### src/rtl/mbx_pkg.sv
package mbx_pkg;

    // Slot state of a single mailbox channel
    typedef enum logic {
        SLOT_EMPTY = 1'b0,
        SLOT_FULL  = 1'b1
    } slot_state_e;

    // Byte offsets inside one direction group
    localparam int unsigned MASK_OFF   = 0;
    localparam int unsigned STAT_OFF   = 4;
    localparam int unsigned HDR_BYTES  = 8;
    localparam int unsigned CH_STRIDE  = 8;
    localparam int unsigned DATA_SKEW  = 4;

endpackage

### src/rtl/mbx_chan.sv
module mbx_chan
    import mbx_pkg::*;
#(
    parameter int unsigned DW = 32
) (
    input  logic          clk,
    input  logic          rst_n,
    input  logic          wr_cmd,
    input  logic          wr_data,
    input  logic          release_i,
    input  logic [DW-1:0] wdata,
    output logic [DW-1:0] cmd_q,
    output logic [DW-1:0] data_q,
    output logic          full
);

    slot_state_e state_q, state_d;

    // next-state logic: post on data write, release on clear bit
    always_comb begin
        state_d = state_q;
        unique case (state_q)
            SLOT_EMPTY: if (wr_data)                state_d = SLOT_FULL;
            SLOT_FULL:  if (release_i && !wr_data) state_d = SLOT_EMPTY;
        endcase
    end

    // state register
    always_ff @(posedge clk or negedge rst_n) begin
        if (!rst_n) state_q <= SLOT_EMPTY;
        else        state_q <= state_d;
    end

    // outputs
    always_comb begin
        full = (state_q == SLOT_FULL);
    end

    // payload words
    always_ff @(posedge clk or negedge rst_n) begin
        if (!rst_n) begin
            cmd_q  <= '0;
            data_q <= '0;
        end else begin
            if (wr_cmd)  cmd_q  <= wdata;
            if (wr_data) data_q <= wdata;
        end
    end

    // a data write always leaves the slot full
    p_post_sets_full_r3: assert property (@(posedge clk) disable iff (!rst_n)
        wr_data |=> full);

    // a command write alone does not move the slot
    p_cmd_keeps_slot_r3: assert property (@(posedge clk) disable iff (!rst_n)
        (wr_cmd && !wr_data && !release_i) |=> $stable(full));

    // release empties the slot
    p_release_empties_r4: assert property (@(posedge clk) disable iff (!rst_n)
        (release_i && !wr_data) |=> !full);

    // an empty slot only fills through a data write
    p_no_spurious_fill_r4: assert property (@(posedge clk) disable iff (!rst_n)
        (!full && !wr_data) |=> !full);

    // release keeps the payload
    p_release_keeps_payload_r9: assert property (@(posedge clk) disable iff (!rst_n)
        (!wr_cmd && !wr_data) |=> ($stable(cmd_q) && $stable(data_q)));

endmodule

### src/rtl/mbx_dir.sv
module mbx_dir
    import mbx_pkg::*;
#(
    parameter int unsigned NCH   = 4,
    parameter int unsigned DW    = 32,
    parameter int unsigned OFF_W = 8
) (
    input  logic             clk,
    input  logic             rst_n,
    input  logic             wr,
    input  logic [OFF_W-1:0] off,
    input  logic [DW-1:0]    wdata,
    output logic [DW-1:0]    rdata,
    output logic             irq,
    output logic [NCH-1:0]   status,
    output logic [NCH-1:0]   mask
);

    localparam logic [OFF_W-1:0] MASK_A = OFF_W'(MASK_OFF);
    localparam logic [OFF_W-1:0] STAT_A = OFF_W'(STAT_OFF);

    logic [OFF_W-1:0] off_w;
    logic             hit_mask;
    logic             hit_stat;
    logic [DW-1:0]    cmd_arr  [NCH];
    logic [DW-1:0]    data_arr [NCH];

    assign off_w    = {off[OFF_W-1:2], 2'b00};
    assign hit_mask = wr && (off_w == MASK_A);
    assign hit_stat = wr && (off_w == STAT_A);

    // mask register
    always_ff @(posedge clk or negedge rst_n) begin
        if (!rst_n)        mask <= '0;
        else if (hit_mask) mask <= wdata[NCH-1:0];
    end

    genvar g;
    for (g = 0; g < NCH; g++) begin : g_ch
        localparam logic [OFF_W-1:0] CMD_A  = OFF_W'(HDR_BYTES + CH_STRIDE*g);
        localparam logic [OFF_W-1:0] DATA_A = OFF_W'(HDR_BYTES + CH_STRIDE*g + DATA_SKEW);

        logic ch_full;

        mbx_chan #(.DW(DW)) u_chan (
            .clk       (clk),
            .rst_n     (rst_n),
            .wr_cmd    (wr && (off_w == CMD_A)),
            .wr_data   (wr && (off_w == DATA_A)),
            .release_i (hit_stat && wdata[g]),
            .wdata     (wdata),
            .cmd_q     (cmd_arr[g]),
            .data_q    (data_arr[g]),
            .full      (ch_full)
        );

        assign status[g] = ch_full;
    end

    // read mux
    always_comb begin
        rdata = '0;
        if (off_w == MASK_A) rdata = DW'(mask);
        if (off_w == STAT_A) rdata = DW'(status);
        for (int n = 0; n < NCH; n++) begin
            if (off_w == OFF_W'(HDR_BYTES + CH_STRIDE*n))             rdata = cmd_arr[n];
            if (off_w == OFF_W'(HDR_BYTES + CH_STRIDE*n + DATA_SKEW)) rdata = data_arr[n];
        end
    end

    assign irq = |(status & mask);

    // the interrupt can only rise after a write into this group
    p_irq_rise_after_write_r6: assert property (@(posedge clk) disable iff (!rst_n)
        $rose(irq) |-> $past(wr));

    // mask only changes on a mask write
    p_mask_hold_r5: assert property (@(posedge clk) disable iff (!rst_n)
        !hit_mask |=> $stable(mask));

    // status only changes after a write into this group
    p_status_needs_write_r3: assert property (@(posedge clk) disable iff (!rst_n)
        !wr |=> $stable(status));

    // a mask write leaves the status alone
    p_mask_write_keeps_status_r5: assert property (@(posedge clk) disable iff (!rst_n)
        hit_mask |=> $stable(status));

endmodule

### src/rtl/mbx_regs.sv
module mbx_regs
    import mbx_pkg::*;
#(
    parameter int unsigned NCH = 4,
    parameter int unsigned DW  = 32,
    parameter int unsigned AW  = 8
) (
    input  logic          clk,
    input  logic          rst_n,
    input  logic [AW-1:0] bus_addr,
    input  logic          bus_wr_en,
    input  logic [DW-1:0] bus_wdata,
    output logic [DW-1:0] bus_rdata,
    output logic          irq_to_a,
    output logic          irq_to_b
);

    localparam int unsigned GRP_BYTES = HDR_BYTES + CH_STRIDE*NCH;
    localparam int unsigned MAP_END   = 2*GRP_BYTES;
    localparam logic [AW:0] GRP_LIM   = (AW+1)'(GRP_BYTES);
    localparam logic [AW:0] END_LIM   = (AW+1)'(MAP_END);
    localparam logic [AW-1:0] B_BASE  = AW'(GRP_BYTES);

    logic          in_a, in_b;
    logic [AW-1:0] off_b;
    logic [DW-1:0] rd_a, rd_b;
    logic [NCH-1:0] sts_a, sts_b, msk_a, msk_b;

    assign in_a  = ({1'b0, bus_addr} < GRP_LIM);
    assign in_b  = !in_a && ({1'b0, bus_addr} < END_LIM);
    assign off_b = bus_addr - B_BASE;

    // A-to-B group: messages toward B
    mbx_dir #(.NCH(NCH), .DW(DW), .OFF_W(AW)) u_a2b (
        .clk    (clk),
        .rst_n  (rst_n),
        .wr     (bus_wr_en && in_a),
        .off    (bus_addr),
        .wdata  (bus_wdata),
        .rdata  (rd_a),
        .irq    (irq_to_b),
        .status (sts_a),
        .mask   (msk_a)
    );

    // B-to-A group: messages toward A
    mbx_dir #(.NCH(NCH), .DW(DW), .OFF_W(AW)) u_b2a (
        .clk    (clk),
        .rst_n  (rst_n),
        .wr     (bus_wr_en && in_b),
        .off    (off_b),
        .wdata  (bus_wdata),
        .rdata  (rd_b),
        .irq    (irq_to_a),
        .status (sts_b),
        .mask   (msk_b)
    );

    always_comb begin
        bus_rdata = '0;
        if (in_a)      bus_rdata = rd_a;
        else if (in_b) bus_rdata = rd_b;
    end

    // writes into A-to-B leave B-to-A untouched
    p_a_write_keeps_b_r7: assert property (@(posedge clk) disable iff (!rst_n)
        (bus_wr_en && in_a) |=> ($stable(sts_b) && $stable(msk_b) && $stable(irq_to_a)));

    // writes into B-to-A leave A-to-B untouched
    p_b_write_keeps_a_r7: assert property (@(posedge clk) disable iff (!rst_n)
        (bus_wr_en && in_b) |=> ($stable(sts_a) && $stable(msk_a) && $stable(irq_to_b)));

    // unmapped writes are inert
    p_unmapped_inert_r8: assert property (@(posedge clk) disable iff (!rst_n)
        (bus_wr_en && !in_a && !in_b) |=>
            ($stable(sts_a) && $stable(sts_b) && $stable(msk_a) && $stable(msk_b)));

    // unmapped reads return zero
    p_unmapped_reads_zero_r8: assert property (@(posedge clk) disable iff (!rst_n)
        (!in_a && !in_b) |-> (bus_rdata == '0));

endmodule

### config.mk
export PLATFORM = sky130hd
export DESIGN_NAME = mbx_regs
export DESIGN_NICKNAME = d
export VERILOG_FILES = /design/src/rtl/mbx_pkg.sv /design/src/rtl/mbx_chan.sv /design/src/rtl/mbx_dir.sv /design/src/rtl/mbx_regs.sv
export SDC_FILE = /design/constraint.sdc
export NUM_CORES = 1
export LEC_CHECK = 0
export ABC_AREA = 0
export BUFFER_PORTS_ARGS = -buffer_cell sky130_fd_sc_hd__buf_2
export CORE_MARGIN = 4
export CORE_UTILIZATION = 40
export CTS_CLUSTER_DIAMETER = 120
export DETAILED_ROUTE_END_ITERATION = 16
export SETUP_SLACK_MARGIN = 0.4
export SYNTH_ARGS = -nofsm -noshare
export SYNTH_HDL_FRONTEND = slang
export SYNTH_HIERARCHICAL = 1
export SYNTH_SLANG_ARGS = --single-unit
### constraint.sdc
create_clock -name clk -period 7.1 [get_ports clk]
set_input_delay 2.13 -clock clk [delete_from_list [all_inputs] [get_ports clk]]
set_output_delay 2.13 -clock clk [all_outputs]
set_load 0.02 [all_outputs]
==> impl_metrics.env <==
export IMPL_cts_tree="done"
export IMPL_worstHoldPathCells=1
export IMPL_placed_area_mm2=0.0283
export IMPL_grt_pass1_wl_mm=109
export IMPL_final_cells=2868
export IMPL_drv_cap=0
export IMPL_cp_end_kind="primary output"
export IMPL_rrSetupSlack_ns=6.29
export IMPL_setup_violations=0
export IMPL_drc_errors=0
export IMPL_stdcell_area_mm2=0.0307
export IMPL_worst_slew_pin_slew_ns=1.22
export IMPL_rows=95
export IMPL_port_buffers=74
export IMPL_grt_pass1_vias=17100
export IMPL_syn_area_mm2=0.0273
export IMPL_rr_startpoint="u_a2b/g_ch[2].u_chan/data_q[19]"
export IMPL_totalWireLength_mm=71.2
export IMPL_fmax_mhz=149
export IMPL_firstDrtPassIters=6
export IMPL_nNetsFinal=1991
export IMPL_syn_area_per_cell_um2=14.9
export IMPL_fin_crit_ns=6.72
export IMPL_io_pins=77
export IMPL_wire_per_inst_um=24.8
export IMPL_numClockSinks=528
export IMPL_synth_nets=1879
export IMPL_yosys_warnings=6
export IMPL_antenna_found_initial=6
export IMPL_cp_required_ns=4.97
export IMPL_ir_drop_mv=0.167
export IMPL_gp_congestion=0.841
export IMPL_via_per_inst=5.67
export IMPL_clkTransAtPathRegs_ns=0.06
export IMPL_htree_levels=2
export IMPL_dp_slack_ns=-0.0968
export IMPL_numCtsBuffers=54
export IMPL_die_x_um=269
export IMPL_die_h_um=269
export IMPL_vias=16300
export IMPL_hp_class="flip-flop to flip-flop"
export IMPL_critPathLaunch="bus_addr[4]"
export IMPL_setup_worst_path_start_class="input pin"
export IMPL_leakagePower_nw=14.6
export IMPL_core_area_mm2=0.0674
export IMPL_grt_max_degree=173
export IMPL_power_density_mw_per_mm2=221
export IMPL_ant_nets=0
export IMPL_r2r_cells=1
export IMPL_hold_viol=0
export IMPL_grt_ovfl_total=0
export IMPL_first_iter_violations=1316
export IMPL_initial_utilization_pct=40.5
export IMPL_dp_cells=2746
export IMPL_relSlewSlack_pct=19.0
export IMPL_cp_max_fo=5
export IMPL_crit_type="input pin to primary output"
export IMPL_critPathCapture="bus_rdata[13]"
export IMPL_ctsLongestPathBuffers=3
export IMPL_reg2reg_to="u_a2b/g_ch[2].u_chan/data_q[19]"
export IMPL_grtUsageTotal_pct=19.4
export IMPL_setup_slack_ns=0.378
export IMPL_die_area_mm2=0.0724
export IMPL_syn_to_final_growth_pct=12.6
export IMPL_multiInputGateArea_mm2=0.0129
export IMPL_cp_arrival_ns=4.59
export IMPL_drive_above_1_share_pct=48.4
export IMPL_syn_inst=1835
export IMPL_status="finished clean"
export IMPL_root_buffer="clkbuf_16"
export IMPL_post_route_period_util_pct=94.7
export IMPL_register_area_mm2=0.0132
export IMPL_drv_slew=0
export IMPL_finClkSkew_ns=0
export IMPL_nFillCells=5758
export IMPL_fin_util_pct=45.6
export IMPL_worstSkewPairLatency_ns=0.59
export IMPL_dp_hpwl_mm=45.6
export IMPL_rsz0062_at_grt="yes"
-- cell type report --
class                           instances  share of cell area (%)
Antenna cell                            3                  0.0244
Clock buffer                           76                    5.06
Clock inverter                         25                   0.957
Inverter                               13                   0.196
Multi-Input combinational cell       1156                    42.1
Sequential cell                       528                    43.0
Tap cell                              873                    3.56
Timing Repair Buffer                  194                    5.07
-- worst max-delay path, cell delays in order --
cell      delay [ns]
buf_12          0.11
buf_4           0.14
o21ai_4         0.22
xor2_4          0.13
buf_4           0.15
or4b_4          0.62
nor2_4          0.26
buf_6           0.12
a222oi_1        0.06
and3_1          0.18
nor3_2          0.09
a32o_2          0.24
buf_6           0.13
-- metrics by stage --
| stage | TNS [ns] | total power (W) | hold slack (ns) |
|---|---|---|---|
| CTS | 0 | 0.00683 | 0.506 |
| finish | 0 | 0.00677 | 0.504 |
| global placement | -0.359 | 0.00381 | 0.485 |
| detailed placement | -0.367 | 0.00382 | 0.489 |
| floorplan | 0 | 0.00357 | 0.471 |
| global route | 0 | 0.00701 | 0.515 |
-- cell usage in the layout, fill, tap and decap left out, drive strengths merged, types with 6 or more instances in the layout --
master	n
buf	193
nand3	12
a21oi	61
nor3	16
inv	12
a222oi	16
a2bb2oi	14
and2	15
and3	21
or4b	6
mux2	538
dfrtp	528
a21o	20
nand2	50
bufinv	6
nor4b	6
o22ai	45
o21ai	55
a221o	14
mux4	32
nand2b	11
a22oi	18
a32o	32
clkbuf	77
clkinv	16
nor2b	6
nor2	55
mux2i	62
-- routing by layer --
metal  wire length, um  global-route usage (%)  vias up
li1                  -                       -     7061
met1             33200                    27.6     8651
met2             32600                    30.6      432
met3              3490                    3.21      109
met4              1980                    5.79        4
met5                34                       0        -
-- repair_timing --
item | CTS | global route
hold buffers | 0 | 0
pin swaps | 31 | 16
buffers inserted | 3 | 14
endpoints found under the setup margin | 32 | 23
gates resized for setup | 53 | 40
gates cloned | 1 | 0
-- sequential cells by signal, summed over array words and instances (netlist names) --
name                      count
u_a2b/g_ch.u_chan/cmd_q     128
u_a2b/g_ch.u_chan/data_q    128
u_b2a/g_ch.u_chan/cmd_q     128
u_b2a/g_ch.u_chan/data_q    128
u_a2b/g_ch.u_chan/full        4
u_a2b/mask                    4
u_b2a/g_ch.u_chan/full        4
u_b2a/mask                    4
-- worst min path at each step --
| stage | start | to | slack [ns] |
|---|---|---|---|
| floorplan | u_a2b/g_ch[2].u_chan/full | u_a2b/g_ch[2].u_chan/full | 0.47 |
| global placement | u_b2a/g_ch[1].u_chan/data_q[31] | u_b2a/g_ch[1].u_chan/data_q[31] | 0.48 |
| detailed placement | u_a2b/g_ch[2].u_chan/cmd_q[12] | u_a2b/g_ch[2].u_chan/cmd_q[12] | 0.49 |
| CTS | u_a2b/g_ch[0].u_chan/data_q[22] | u_a2b/g_ch[0].u_chan/data_q[22] | 0.51 |
| global route | u_a2b/g_ch[2].u_chan/data_q[31] | u_a2b/g_ch[2].u_chan/data_q[31] | 0.52 |
| finish | u_a2b/g_ch[1].u_chan/cmd_q[2] | u_a2b/g_ch[1].u_chan/cmd_q[2] | 0.50 |
-- where the power goes --
group,leakage [nW],total [W],internal (W),switching (W)
Clock,0.912,0.00297,0.00175,0.00122
Sequential,7.32,0.00320,0.00313,0.0000719
Combinational,6.40,0.000605,0.000286,0.000319
Total,14.6,0.00677,0.00516,0.00161
No activity file was read; power rests on OpenSTA's default activity.
